<file path="src/rtl/dma_pkg.sv">
package dma_pkg;
  typedef enum logic [2:0] {
    ST_IDLE, ST_ARMED, ST_REQ, ST_READ, ST_WRITE, ST_REL
  } dma_state_e;

  localparam logic [1:0] REG_SRC = 2'd0;
  localparam logic [1:0] REG_DST = 2'd1;
  localparam logic [1:0] REG_LEN = 2'd2;
  localparam logic [1:0] REG_CTL = 2'd3;

  localparam int unsigned CTL_START   = 0;
  localparam int unsigned CTL_SRC_INC = 1;
  localparam int unsigned CTL_DST_INC = 2;
  localparam int unsigned CTL_RPT     = 3;
  localparam int unsigned CTL_ABORT   = 4;
endpackage

</file>
<file path="src/rtl/dma_cfg.sv">
module dma_cfg
  import dma_pkg::*;
#(
  parameter int unsigned AW = 16,
  parameter int unsigned LW = 16,
  parameter int unsigned BW = 8,
  parameter int unsigned CW = 32
) (
  input  logic          clk_i,
  input  logic          rst_ni,
  input  logic          we_i,
  input  logic [1:0]    addr_i,
  input  logic [CW-1:0] wdata_i,
  input  logic          busy_i,
  output logic [AW-1:0] src_o,
  output logic [AW-1:0] dst_o,
  output logic [LW-1:0] len_o,
  output logic [BW-1:0] blk_o,
  output logic          src_inc_o,
  output logic          dst_inc_o,
  output logic          rpt_o,
  output logic          start_o,
  output logic          abort_o
);
  logic wr_ok;
  assign wr_ok = we_i && !busy_i;

  always_ff @(posedge clk_i or negedge rst_ni) begin
    if (!rst_ni) begin
      src_o     <= '0;
      dst_o     <= '0;
      len_o     <= '0;
      blk_o     <= '0;
      src_inc_o <= 1'b0;
      dst_inc_o <= 1'b0;
      rpt_o     <= 1'b0;
    end else if (wr_ok) begin
      case (addr_i)
        REG_SRC: src_o <= wdata_i[AW-1:0];
        REG_DST: dst_o <= wdata_i[AW-1:0];
        REG_LEN: begin
          len_o <= wdata_i[LW-1:0];
          blk_o <= wdata_i[LW+BW-1:LW];
        end
        default: begin
          src_inc_o <= wdata_i[CTL_SRC_INC];
          dst_inc_o <= wdata_i[CTL_DST_INC];
          rpt_o     <= wdata_i[CTL_RPT];
        end
      endcase
    end
  end

  assign start_o = wr_ok && (addr_i == REG_CTL) && wdata_i[CTL_START];
  assign abort_o = we_i && busy_i && (addr_i == REG_CTL) && wdata_i[CTL_ABORT];

  // configuration is frozen during a job
  p_frozen_r9: assert property (@(posedge clk_i) disable iff (!rst_ni)
    (busy_i && we_i) |=> ($stable(len_o) && $stable(blk_o) && $stable(src_o)
                          && $stable(dst_o) && $stable(rpt_o)));
endmodule

</file>
<file path="src/rtl/dma_ptr.sv">
module dma_ptr #(
  parameter int unsigned AW = 16
) (
  input  logic          clk_i,
  input  logic          rst_ni,
  input  logic          load_i,
  input  logic [AW-1:0] base_i,
  input  logic          step_i,
  input  logic          inc_i,
  output logic [AW-1:0] addr_o
);
  always_ff @(posedge clk_i or negedge rst_ni) begin
    if (!rst_ni)               addr_o <= '0;
    else if (load_i)           addr_o <= base_i;
    else if (step_i && inc_i)  addr_o <= addr_o + AW'(1);
  end
endmodule

</file>
<file path="src/rtl/dma_engine.sv">
module dma_engine
  import dma_pkg::*;
#(
  parameter int unsigned AW = 16,
  parameter int unsigned DW = 16,
  parameter int unsigned LW = 16,
  parameter int unsigned BW = 8
) (
  input  logic          clk_i,
  input  logic          rst_ni,
  input  logic          start_i,
  input  logic          abort_i,
  input  logic [LW-1:0] len_i,
  input  logic [BW-1:0] blk_i,
  input  logic          rpt_i,
  input  logic          trig_i,
  input  logic [AW-1:0] src_addr_i,
  input  logic [AW-1:0] dst_addr_i,
  input  logic          bus_ack_i,
  input  logic          bus_rdy_i,
  input  logic [DW-1:0] bus_rdata_i,
  output logic          busy_o,
  output logic          step_o,
  output logic          bus_req_o,
  output logic          bus_stb_o,
  output logic          bus_we_o,
  output logic [AW-1:0] bus_addr_o,
  output logic [DW-1:0] bus_wdata_o,
  output logic          done_o,
  output logic          aborted_o,
  output logic          irq_o
);
  dma_state_e    state_q;
  logic [LW-1:0] remain_q;
  logic [BW-1:0] burst_q;
  logic [DW-1:0] buf_q;
  logic          abort_pend_q;
  logic          word_done, burst_end, stop_req;

  assign word_done = (state_q == ST_WRITE) && bus_rdy_i;
  assign burst_end = (blk_i != '0) && (burst_q == BW'(1));
  assign stop_req  = abort_pend_q || abort_i;

  always_ff @(posedge clk_i or negedge rst_ni) begin
    if (!rst_ni) begin
      state_q      <= ST_IDLE;
      remain_q     <= '0;
      burst_q      <= '0;
      buf_q        <= '0;
      abort_pend_q <= 1'b0;
      done_o       <= 1'b0;
      aborted_o    <= 1'b0;
      irq_o        <= 1'b0;
    end else begin
      irq_o <= 1'b0;
      if (abort_i && state_q != ST_IDLE) abort_pend_q <= 1'b1;
      case (state_q)
        ST_IDLE: if (start_i) begin
          done_o       <= 1'b0;
          aborted_o    <= 1'b0;
          abort_pend_q <= 1'b0;
          remain_q     <= len_i;
          if (len_i == '0) begin
            done_o <= 1'b1;
            irq_o  <= 1'b1;
          end else begin
            state_q <= ST_ARMED;
          end
        end
        ST_ARMED: begin
          if (abort_i) begin
            aborted_o <= 1'b1;
            irq_o     <= 1'b1;
            state_q   <= ST_IDLE;
          end else if (trig_i) begin
            burst_q <= blk_i;
            state_q <= ST_REQ;
          end
        end
        ST_REQ: begin
          if (abort_i)        state_q <= ST_REL;
          else if (bus_ack_i) state_q <= ST_READ;
        end
        ST_READ: if (bus_rdy_i) begin
          buf_q   <= bus_rdata_i;
          state_q <= ST_WRITE;
        end
        ST_WRITE: if (word_done) begin
          remain_q <= remain_q - LW'(1);
          burst_q  <= burst_q - BW'(1);
          if (remain_q == LW'(1) || burst_end || stop_req) state_q <= ST_REL;
          else                                              state_q <= ST_READ;
        end
        ST_REL: if (!bus_ack_i) begin
          if (remain_q == '0) begin
            done_o  <= 1'b1;
            irq_o   <= 1'b1;
            state_q <= ST_IDLE;
          end else if (stop_req) begin
            aborted_o <= 1'b1;
            irq_o     <= 1'b1;
            state_q   <= ST_IDLE;
          end else if (rpt_i) begin
            state_q <= ST_ARMED;
          end else begin
            burst_q <= blk_i;
            state_q <= ST_REQ;
          end
        end
        default: state_q <= ST_IDLE;
      endcase
    end
  end

  assign busy_o      = (state_q != ST_IDLE);
  assign step_o      = word_done;
  assign bus_req_o   = (state_q == ST_REQ) || (state_q == ST_READ) || (state_q == ST_WRITE);
  assign bus_stb_o   = (state_q == ST_READ) || (state_q == ST_WRITE);
  assign bus_we_o    = (state_q == ST_WRITE);
  assign bus_addr_o  = (state_q == ST_WRITE) ? dst_addr_i : src_addr_i;
  assign bus_wdata_o = buf_q;

  // a new request never overlaps the previous acknowledge
  p_req_after_release_r4: assert property (@(posedge clk_i) disable iff (!rst_ni)
    $rose(bus_req_o) |-> !bus_ack_i);
  // completion is only reported with the bus returned
  p_done_released_r8: assert property (@(posedge clk_i) disable iff (!rst_ni)
    $rose(done_o) |-> !bus_req_o);
  // the two end flags exclude each other
  p_flags_excl_r10: assert property (@(posedge clk_i) disable iff (!rst_ni)
    !(done_o && aborted_o));
  // an end pulse always comes with a status flag
  p_irq_flag_r10: assert property (@(posedge clk_i) disable iff (!rst_ni)
    irq_o |-> (done_o || aborted_o));
endmodule

</file>
<file path="src/rtl/dma_ctrl.sv">
module dma_ctrl
  import dma_pkg::*;
#(
  parameter int unsigned AW = 16,
  parameter int unsigned DW = 16,
  parameter int unsigned LW = 16,
  parameter int unsigned BW = 8,
  parameter int unsigned CW = 32
) (
  input  logic          clk_i,
  input  logic          rst_ni,
  input  logic          cfg_we_i,
  input  logic [1:0]    cfg_addr_i,
  input  logic [CW-1:0] cfg_wdata_i,
  input  logic          trig_i,
  output logic          bus_req_o,
  input  logic          bus_ack_i,
  output logic          bus_stb_o,
  output logic          bus_we_o,
  output logic [AW-1:0] bus_addr_o,
  output logic [DW-1:0] bus_wdata_o,
  input  logic [DW-1:0] bus_rdata_i,
  input  logic          bus_rdy_i,
  output logic          done_o,
  output logic          aborted_o,
  output logic          irq_o
);
  localparam int unsigned NPTR = 2;

  logic [AW-1:0] src_base, dst_base;
  logic [LW-1:0] len;
  logic [BW-1:0] blk;
  logic          src_inc, dst_inc, rpt, start, abort_req, busy, step;
  logic [AW-1:0] ptr_base [NPTR];
  logic          ptr_inc  [NPTR];
  logic [AW-1:0] ptr_addr [NPTR];

  dma_cfg #(.AW(AW), .LW(LW), .BW(BW), .CW(CW)) i_cfg (
    .clk_i, .rst_ni,
    .we_i(cfg_we_i), .addr_i(cfg_addr_i), .wdata_i(cfg_wdata_i), .busy_i(busy),
    .src_o(src_base), .dst_o(dst_base), .len_o(len), .blk_o(blk),
    .src_inc_o(src_inc), .dst_inc_o(dst_inc), .rpt_o(rpt),
    .start_o(start), .abort_o(abort_req)
  );

  assign ptr_base[0] = src_base;
  assign ptr_base[1] = dst_base;
  assign ptr_inc[0]  = src_inc;
  assign ptr_inc[1]  = dst_inc;

  for (genvar g = 0; g < NPTR; g++) begin : g_ptr
    dma_ptr #(.AW(AW)) i_ptr (
      .clk_i, .rst_ni,
      .load_i(start), .base_i(ptr_base[g]), .step_i(step), .inc_i(ptr_inc[g]),
      .addr_o(ptr_addr[g])
    );
  end

  dma_engine #(.AW(AW), .DW(DW), .LW(LW), .BW(BW)) i_engine (
    .clk_i, .rst_ni,
    .start_i(start), .abort_i(abort_req), .len_i(len), .blk_i(blk), .rpt_i(rpt),
    .trig_i, .src_addr_i(ptr_addr[0]), .dst_addr_i(ptr_addr[1]),
    .bus_ack_i, .bus_rdy_i, .bus_rdata_i,
    .busy_o(busy), .step_o(step),
    .bus_req_o, .bus_stb_o, .bus_we_o, .bus_addr_o, .bus_wdata_o,
    .done_o, .aborted_o, .irq_o
  );

  // memory cycles only while the bus is granted
  p_stb_owned_r3: assert property (@(posedge clk_i) disable iff (!rst_ni)
    bus_stb_o |-> (bus_req_o && bus_ack_i));
  // a pending cycle keeps its address, direction and data
  p_hold_until_rdy_r7: assert property (@(posedge clk_i) disable iff (!rst_ni)
    (bus_stb_o && !bus_rdy_i) |=> (bus_stb_o && $stable(bus_addr_o)
                                   && $stable(bus_we_o) && $stable(bus_wdata_o)));
endmodule

</file>
<file path="config.mk">
export PLATFORM = sky130hd
export DESIGN_NAME = dma_ctrl
export DESIGN_NICKNAME = d
export VERILOG_FILES = /design/src/rtl/dma_pkg.sv /design/src/rtl/dma_cfg.sv /design/src/rtl/dma_ptr.sv /design/src/rtl/dma_engine.sv /design/src/rtl/dma_ctrl.sv
export SDC_FILE = /design/constraint.sdc
export NUM_CORES = 1
export LEC_CHECK = 0
export CORE_MARGIN = 3
export CORE_UTILIZATION = 64
export CTS_BUF_LIST = sky130_fd_sc_hd__clkbuf_16
export DETAILED_ROUTE_END_ITERATION = 7
export DONT_BUFFER_PORTS = 1
export HOLD_SLACK_MARGIN = 0.06
export PLACE_DENSITY = 0.89
export SETUP_SLACK_MARGIN = 0.02
export SKIP_LAST_GASP = 1
export SLEW_MARGIN = 20
export SYNTH_ARGS = -nofsm -noshare
export SYNTH_HDL_FRONTEND = slang
export SYNTH_HIERARCHICAL = 1
export SYNTH_SLANG_ARGS = --single-unit
</file>
<file path="constraint.sdc">
create_clock -name clk_i -period 3.7 [get_ports clk_i]
set_input_delay 0.185 -clock clk_i [delete_from_list [all_inputs] [get_ports clk_i]]
set_output_delay 0.185 -clock clk_i [all_outputs]
set_load 0.01 [all_outputs]
</file>
# [Yosys cells after proc, flatten, opt, wreduce, memory -nomap -nowiden]
# Cells that the tools add are included.
[totals] reg_bits=138 latch_bits=0 ram_bits=0 romBits=0 in_bits=56 output_inout_bits=38 wordCells=138 n_memories=0
[classes] addsub=4 multipliers=0 div=0 n_lt_le_gt_ge=0 eq_ne=25 shift=0 muxes=50 bitwise_logic=1 n_reduce_logical=41
[ops] op="two-way mux 16 bit" count=7
[ops] op="two-way mux 8 bit" count=7
[ops] op="two-way mux 3 bit" count=12
[ops] op="adder 16 x 1 -> 16 bit, second input constant" count=2
[ops] op="logical NOT 16 bit" count=2
[ops] op="case mux 16 bit (2 select lines)" count=1
[ops] op="case mux 8 bit (3 select lines)" count=1
[ops] op="!= test 2 bit, second input constant" count=9
[ops] op="case mux 3 bit (6 select lines)" count=1
[ops] op="two-way mux 1 bit" count=17
[ops] op="== test 16 x 1 -> 1 bit, second input constant" count=1
[ops] op="subtractor 16 x 1 -> 16 bit, second input constant" count=1
[ops] op="logical AND 1 bit" count=11
[ops] op="AND reduction 2 bit" count=5
[ops] op="nonzero test 3 bit" count=3
[ops] op="== test 8 x 1 -> 1 bit, second input constant" count=1
[ops] op="!= test 2 x 1 -> 1 bit, second input constant" count=4
[ops] op="AND reduction 8 bit" count=1
[ops] op="nonzero test 2 bit" count=4
[ops] op="nonzero test 8 bit" count=1
[ops] op="subtractor 8 x 1 -> 8 bit, second input constant" count=1
[ops] op="AND reduction 7 bit" count=1
[ops] op="== test 3 x 2 -> 1 bit, second input constant" count=2
[ops] op="== test 3 bit, second input constant" count=2
[ops] op="16 further kinds" count=24

# [Longest topological paths before layout]
[logic_depth] ltp_word=9 ltp_mapped=13

# [Modules after synthesis]
# The synthesis kept the hierarchy.
[modules_own_cells] mod="dma_engine" instances=1 cells_per_inst=357 area_each_um2=2944.1
[modules_own_cells] mod="dma_cfg" instances=1 cells_per_inst=132 area_each_um2=2268.4
[modules_own_cells] mod="dma_ptr (g_ptr[0].i_ptr)" instances=1 cells_per_inst=101 area_each_um2=969.7
[modules_own_cells] mod="dma_ptr (g_ptr[1].i_ptr)" instances=1 cells_per_inst=98 area_each_um2=897.1

# [Worst setup path before layout]
# No wires, ideal clock.
[synth_path] kind="register -> register" start="register i_engine.state_q[0]" end="register i_engine.state_q[1]" t_arrival_ns=2.944 required_time_ns=3.623 slack_ns=0.679 stages_incl_launch_ff=12 period_less_slack_ns=3.021 cell_sequence="dfrtp_1 > buf_2 > buf_2 > nor3_1 > inv_1 > nor3b_1 > or3_1 > a21o_1 > o221ai_1 > a211oi_1 > o21ba_2 > a21oi_1"
[synth_between] elab_cells_between_ends=33
[synth_lines] item="from (decl)" line_no="dma_engine.sv:33" source="dma_state_e state_q;"
[synth_lines] item="from (signal assigned)" line_no="dma_engine.sv:46" source="state_q <= ST_IDLE;"
[synth_lines] item="from (signal assigned)" line_no="dma_engine.sv:67" source="state_q <= ST_ARMED;"
[synth_lines] item="from (signal assigned)" line_no="dma_engine.sv:74" source="state_q <= ST_IDLE;"
[synth_lines] item="nonzero test 3 bit" line_no="dma_engine.sv:115" source="assign busy_o = (state_q != ST_IDLE);"
[synth_lines] item="net busy" line_no="dma_ctrl.sv:33" source="logic src_inc, dst_inc, rpt, start, abort_req, busy, step;"
[synth_lines] item="logical NOT 1 bit" line_no="dma_cfg.sv:26" source="assign wr_ok = we_i && !busy_i;"
[synth_lines] item="logical AND 1 bit" line_no="dma_cfg.sv:26"
[synth_lines] item="logical AND 1 bit (2 in a row)" line_no="dma_cfg.sv:54" source="assign start_o = wr_ok && (addr_i == REG_CTL) && wdata_i[CTL_START];"
[synth_lines] item="net start" line_no="dma_ctrl.sv:33"
[synth_lines] item="!= test 2 bit (no source line)"
[synth_lines] item="AND reduction 7 bit (no source line)"
# The timed path passes the listed nets, and every way through them passes these cells. The select of a mux whose other input is x is not followed.
# A chain may end at the register's enable or synchronous reset.

# [Final worst setup path]
[layout_path] start="register i_engine.state_q[1]" end="register i_engine.state_q[1]"
[layout_between] elab_chain_len=9 elab_cells_between_ends=33
[layout_lines] item="nonzero test 3 bit (*)" line_no="dma_engine.sv:115"
[layout_lines] item="net busy" line_no="dma_ctrl.sv:33"
[layout_lines] item="logical AND 1 bit (*) (3 in a row)" line_no="dma_cfg.sv:55" source="assign abort_o = we_i && busy_i && (addr_i == REG_CTL) && wdata_i[CTL_ABORT];"
[layout_lines] item="net abort_req" line_no="dma_ctrl.sv:33"
[layout_lines] item="logical OR 1 bit" line_no="dma_engine.sv:42" source="assign stop_req = abort_pend_q || abort_i;"
[layout_lines] item="two-way mux 3 bit or logical OR 1 bit (tied branches)" line_no="dma_engine.sv:99, dma_engine.sv:91"
[layout_lines] item="two-way mux 3 bit (on tied branches)" line_no="dma_engine.sv:95, dma_engine.sv:91"
[layout_lines] item="two-way mux 3 bit (on tied branches)" line_no="dma_engine.sv:94, dma_engine.sv:88"
[layout_lines] item="case mux 3 bit (6 select lines)" line_no="dma_engine.sv:57" source="case (state_q)"
# Mark *: on every way through the listed nets, which the timed path passes. The rest lies on a longest branch. The select of a mux whose other input is x is not followed.

==> out/metrics.csv <==
metric;value;unit
detail_route.iter0.violations;918;
ys_seq_area_share;48.78;%
synthTopCellsByCount;dfrtp_1, nand2_1, mux2_2, nor2_1, o21ai_0;
whs;0.07781;ns
worstSetupPathType;reg -> reg;
io_buffers;0;
swShare;38.47;%
fin_crit_sh;88.36;%
finalClockSkew;0.008861;ns
relSlewSlack;41.91;%
max_stage_delay;0.63;ns
setup_viol;0;
core_area;10560;um^2
synth-compound-area-share;11.86;%
avgSynthCellArea;10.29;um^2
clk_path_buf_depth;2;
cts_root_buf;clkbuf_16;
diodes;0;
dp_slack;0.6106;ns
gp_congestion;0.8972;
power.density;847.5;nW/um^2
grt_pass1_wl;32120;um
area.growth.synth_to_final;16.26;%
drv_slew;0;
ctsHoldBuffers;44;
antenna_found_initial;1;
synth_fa_ha_area_share;1.060;%
avgRoutedWirePerCell;22.60;um
grt.total_usage;32.77;%
dieArea;12360;um^2
routed_wl;19750;um
synth.distinct_cells;72;
gr-total-overflow;0;
rows;37;
dp_hpwl;11840;um
crit_family;compound AO/OA/AOI/OAI gates;
synth_top_family_by_area;simple AND/OR/NAND/NOR gates;
synth_area;7079;um^2
clk_latency;0.43;ns
fin_area;8230;um^2
maxCapViolations;0;
peakVddDrop;0.4425;mV
hold_violations;0;
cts_tree;built;
synthMuxAreaShare;12.50;%
syn-instance-count;688;
worst_slew_pin_slew;0.8690;ns
yosys-top-cells-area;dfrtp_1, mux2_2, nand2_1;
power.net_switching;2.683;mW
status;complete, no violations;
synth-xor-area-share;2.722;%
synth_simple_gate_area_share;19.60;%
synth_edf_count;0;
drt-met1-wl;7178;um
vias;5983;
cts_resized;0;
yosysWarnings;6;
crit_chain;nor3_1 > inv_1 > nand2_1 > nor2_1 > nor2b_1 > a21oi_1 > o221ai_1 > a211oi_1 > o21ba_2 > a21oi_1;
cp_common_cell;a21oi_1;
synth_area_leader_cell;dfrtp_1;
fillCellCount;572;
drt_pass1_iterations;6;
clkPwrFrac;25.5;%
p_seq_share;43.9;%
critPathLaunchType;flop;
multi_input_area;3415;um^2
start_util;67.07;%
hp-class;in -> reg;
fp.dieW;111.2;um
viasPerCell;6.846;
top_layer_used;met5;
numCtsBuffers;17;
critPathArrivalTime;3.61;ns
synth.top_cell.area_share;48.78;%
drc;0;
worst-path-max-fanout;14;
fin_setup_tns;0;ns
rrSetupSlack;0.43;ns
cp_num_buf_inv;1;
power_frac_comb;30.6;%
synth_seq_cells;138;
leakage;3.427;nW
cts.clk_slew.worst_paths;0.06;ns
async_flop_share;100.0;%
cts_setup_buffers;0;
nets;789;
setup_ws;0.4305;ns
met2_length;9375;um
regArea;3453;um^2
ioPinCount;94;
ys_dominant_reg_cell;dfrtp_1;
drive_above_1_share;17.48;%
crit_path_top_delay_cell;nor2_1;
min_period;3.269;ns
critical_path_required;4.04;ns
fmax;305.9;MHz
grt_pass1_vias;6157;
yosysMostFrequentCell;dfrtp_1;
power.internal;4.292;mW
detail-route-antenna-nets;0;
crit_path_end_kind;flop;
syn_nets;750;
fin_util;77.98;%
place_area;7169;um^2
wl_met3;2292;um
chipHeight;111.2;um
rsz0062_at_grt;false;
clock-sinks;138;
grt_max_degree;139;
h-tree-depth;4;
## cell families (layout without fill, tap and decap cells)
| group | Yosys count | in the layout |
|---|---|---|
| buffers and inverters | 49 | 99 |
| muxes | 79 | 79 |
| DFF | 138 | 138 |
| adders and majority gates | 6 | 6 |
| xor gates and xnor gates | 22 | 22 |
| AOI/OAI and AO/OA | 137 | 137 |
| and+or+nand+nor | 257 | 257 |
## layout make-up
type / instances / share of cell area, %
well taps: 136 / 2.067
clock buffers: 17 / 5.169
repair buffers: 54 / 6.476
clock inverters: 13 / 2.159
inverters: 15 / 0.6841
flip-flops and latches: 138 / 41.96
multi-input cells: 501 / 41.49
## layer usage
metal  global-route usage, %  vias to the layer above
li1                        -                     2539
met4                   15.65                        2
met2                   51.47                      455
met5                       0                        -
met3                   13.26                      101
met1                   39.42                     2886
## cells in the final DEF, fill, tap and decap left out, types with 3 or more instances in the layout
master / synthesis / layout
xnor2_1: 12 / 12
bufinv_16: 0 / 4
ha_1: 6 / 6
nor2_1: 49 / 49
buf_4: 2 / 10
a211oi_1: 3 / 3
nor2b_1: 3 / 3
mux2i_1: 4 / 4
dlygate4sd3_1: 0 / 43
a31oi_1: 9 / 9
o22a_1: 4 / 4
and4_1: 3 / 3
o21ai_0: 44 / 44
mux2_1: 12 / 12
nor3_1: 16 / 16
a22oi_1: 6 / 6
nor4_1: 10 / 10
nand3_1: 18 / 18
inv_1: 14 / 16
nand2_1: 100 / 100
dfrtp_1: 138 / 138
o31a_1: 3 / 3
xor2_1: 10 / 10
clkbuf_16: 0 / 17
a22o_1: 3 / 3
nand4_1: 10 / 10
nor3b_1: 7 / 6
nand3b_1: 6 / 6
nor4_2: 6 / 6
nand2b_1: 4 / 4
or3_1: 4 / 4
mux2_2: 63 / 63
a21oi_1: 32 / 32
o21ai_1: 10 / 10
## state kept, by name (all words and copies together), names as in the netlist
name,count
i_engine/bus_wdata_o,16
i_engine/remain_q,16
i_engine/done_o,1
i_cfg/dst_inc_o,1
i_engine/state_q,3
i_engine/irq_o,1
g_ptr.i_ptr/addr_o,32
i_cfg/rpt_o,1
i_cfg/len_o,16
i_cfg/src_o,16
i_engine/burst_q,8
i_engine/aborted_o,1
i_cfg/dst_o,16
i_engine/abort_pend_q,1
i_cfg/src_inc_o,1
i_cfg/blk_o,8
## power by group through the flow
stage          clock, mW  sequential [mW]  combinational (mW)
3_3_place_gp           0             2.95                1.81
5_1_grt             1.85             3.14                2.31
4_1_cts             1.77             3.01                2.05
3_5_place_dp           0             3.00                1.94
6_report            1.78             3.06                2.13
2_1_floorplan          0             2.76                1.63
## metrics by stage
stage               power [mW]  cells
floorplan                4.393    688
global placement         4.755    800
detailed placement       4.944    800
CTS                      6.835    874
global route             7.307    874
finish                   6.975    874
## worst paths after layout
path / startpoint / end / cells past startpoint
max: i_engine/state_q[1] / i_engine/state_q[1] / 10
min: cfg_addr_i[0] / i_cfg/blk_o[6] / 2
max reg2reg: i_engine/state_q[1] / i_engine/state_q[1] / 10
min reg2reg: i_cfg/src_o[5] / g_ptr[0].i_ptr/addr_o[5] / 2
max in group asynchronous: rst_ni / i_engine/remain_q[8] / 2
min in group asynchronous: rst_ni / i_engine/state_q[0] / 2
Note: power is estimated with default switching activity, not from simulation.
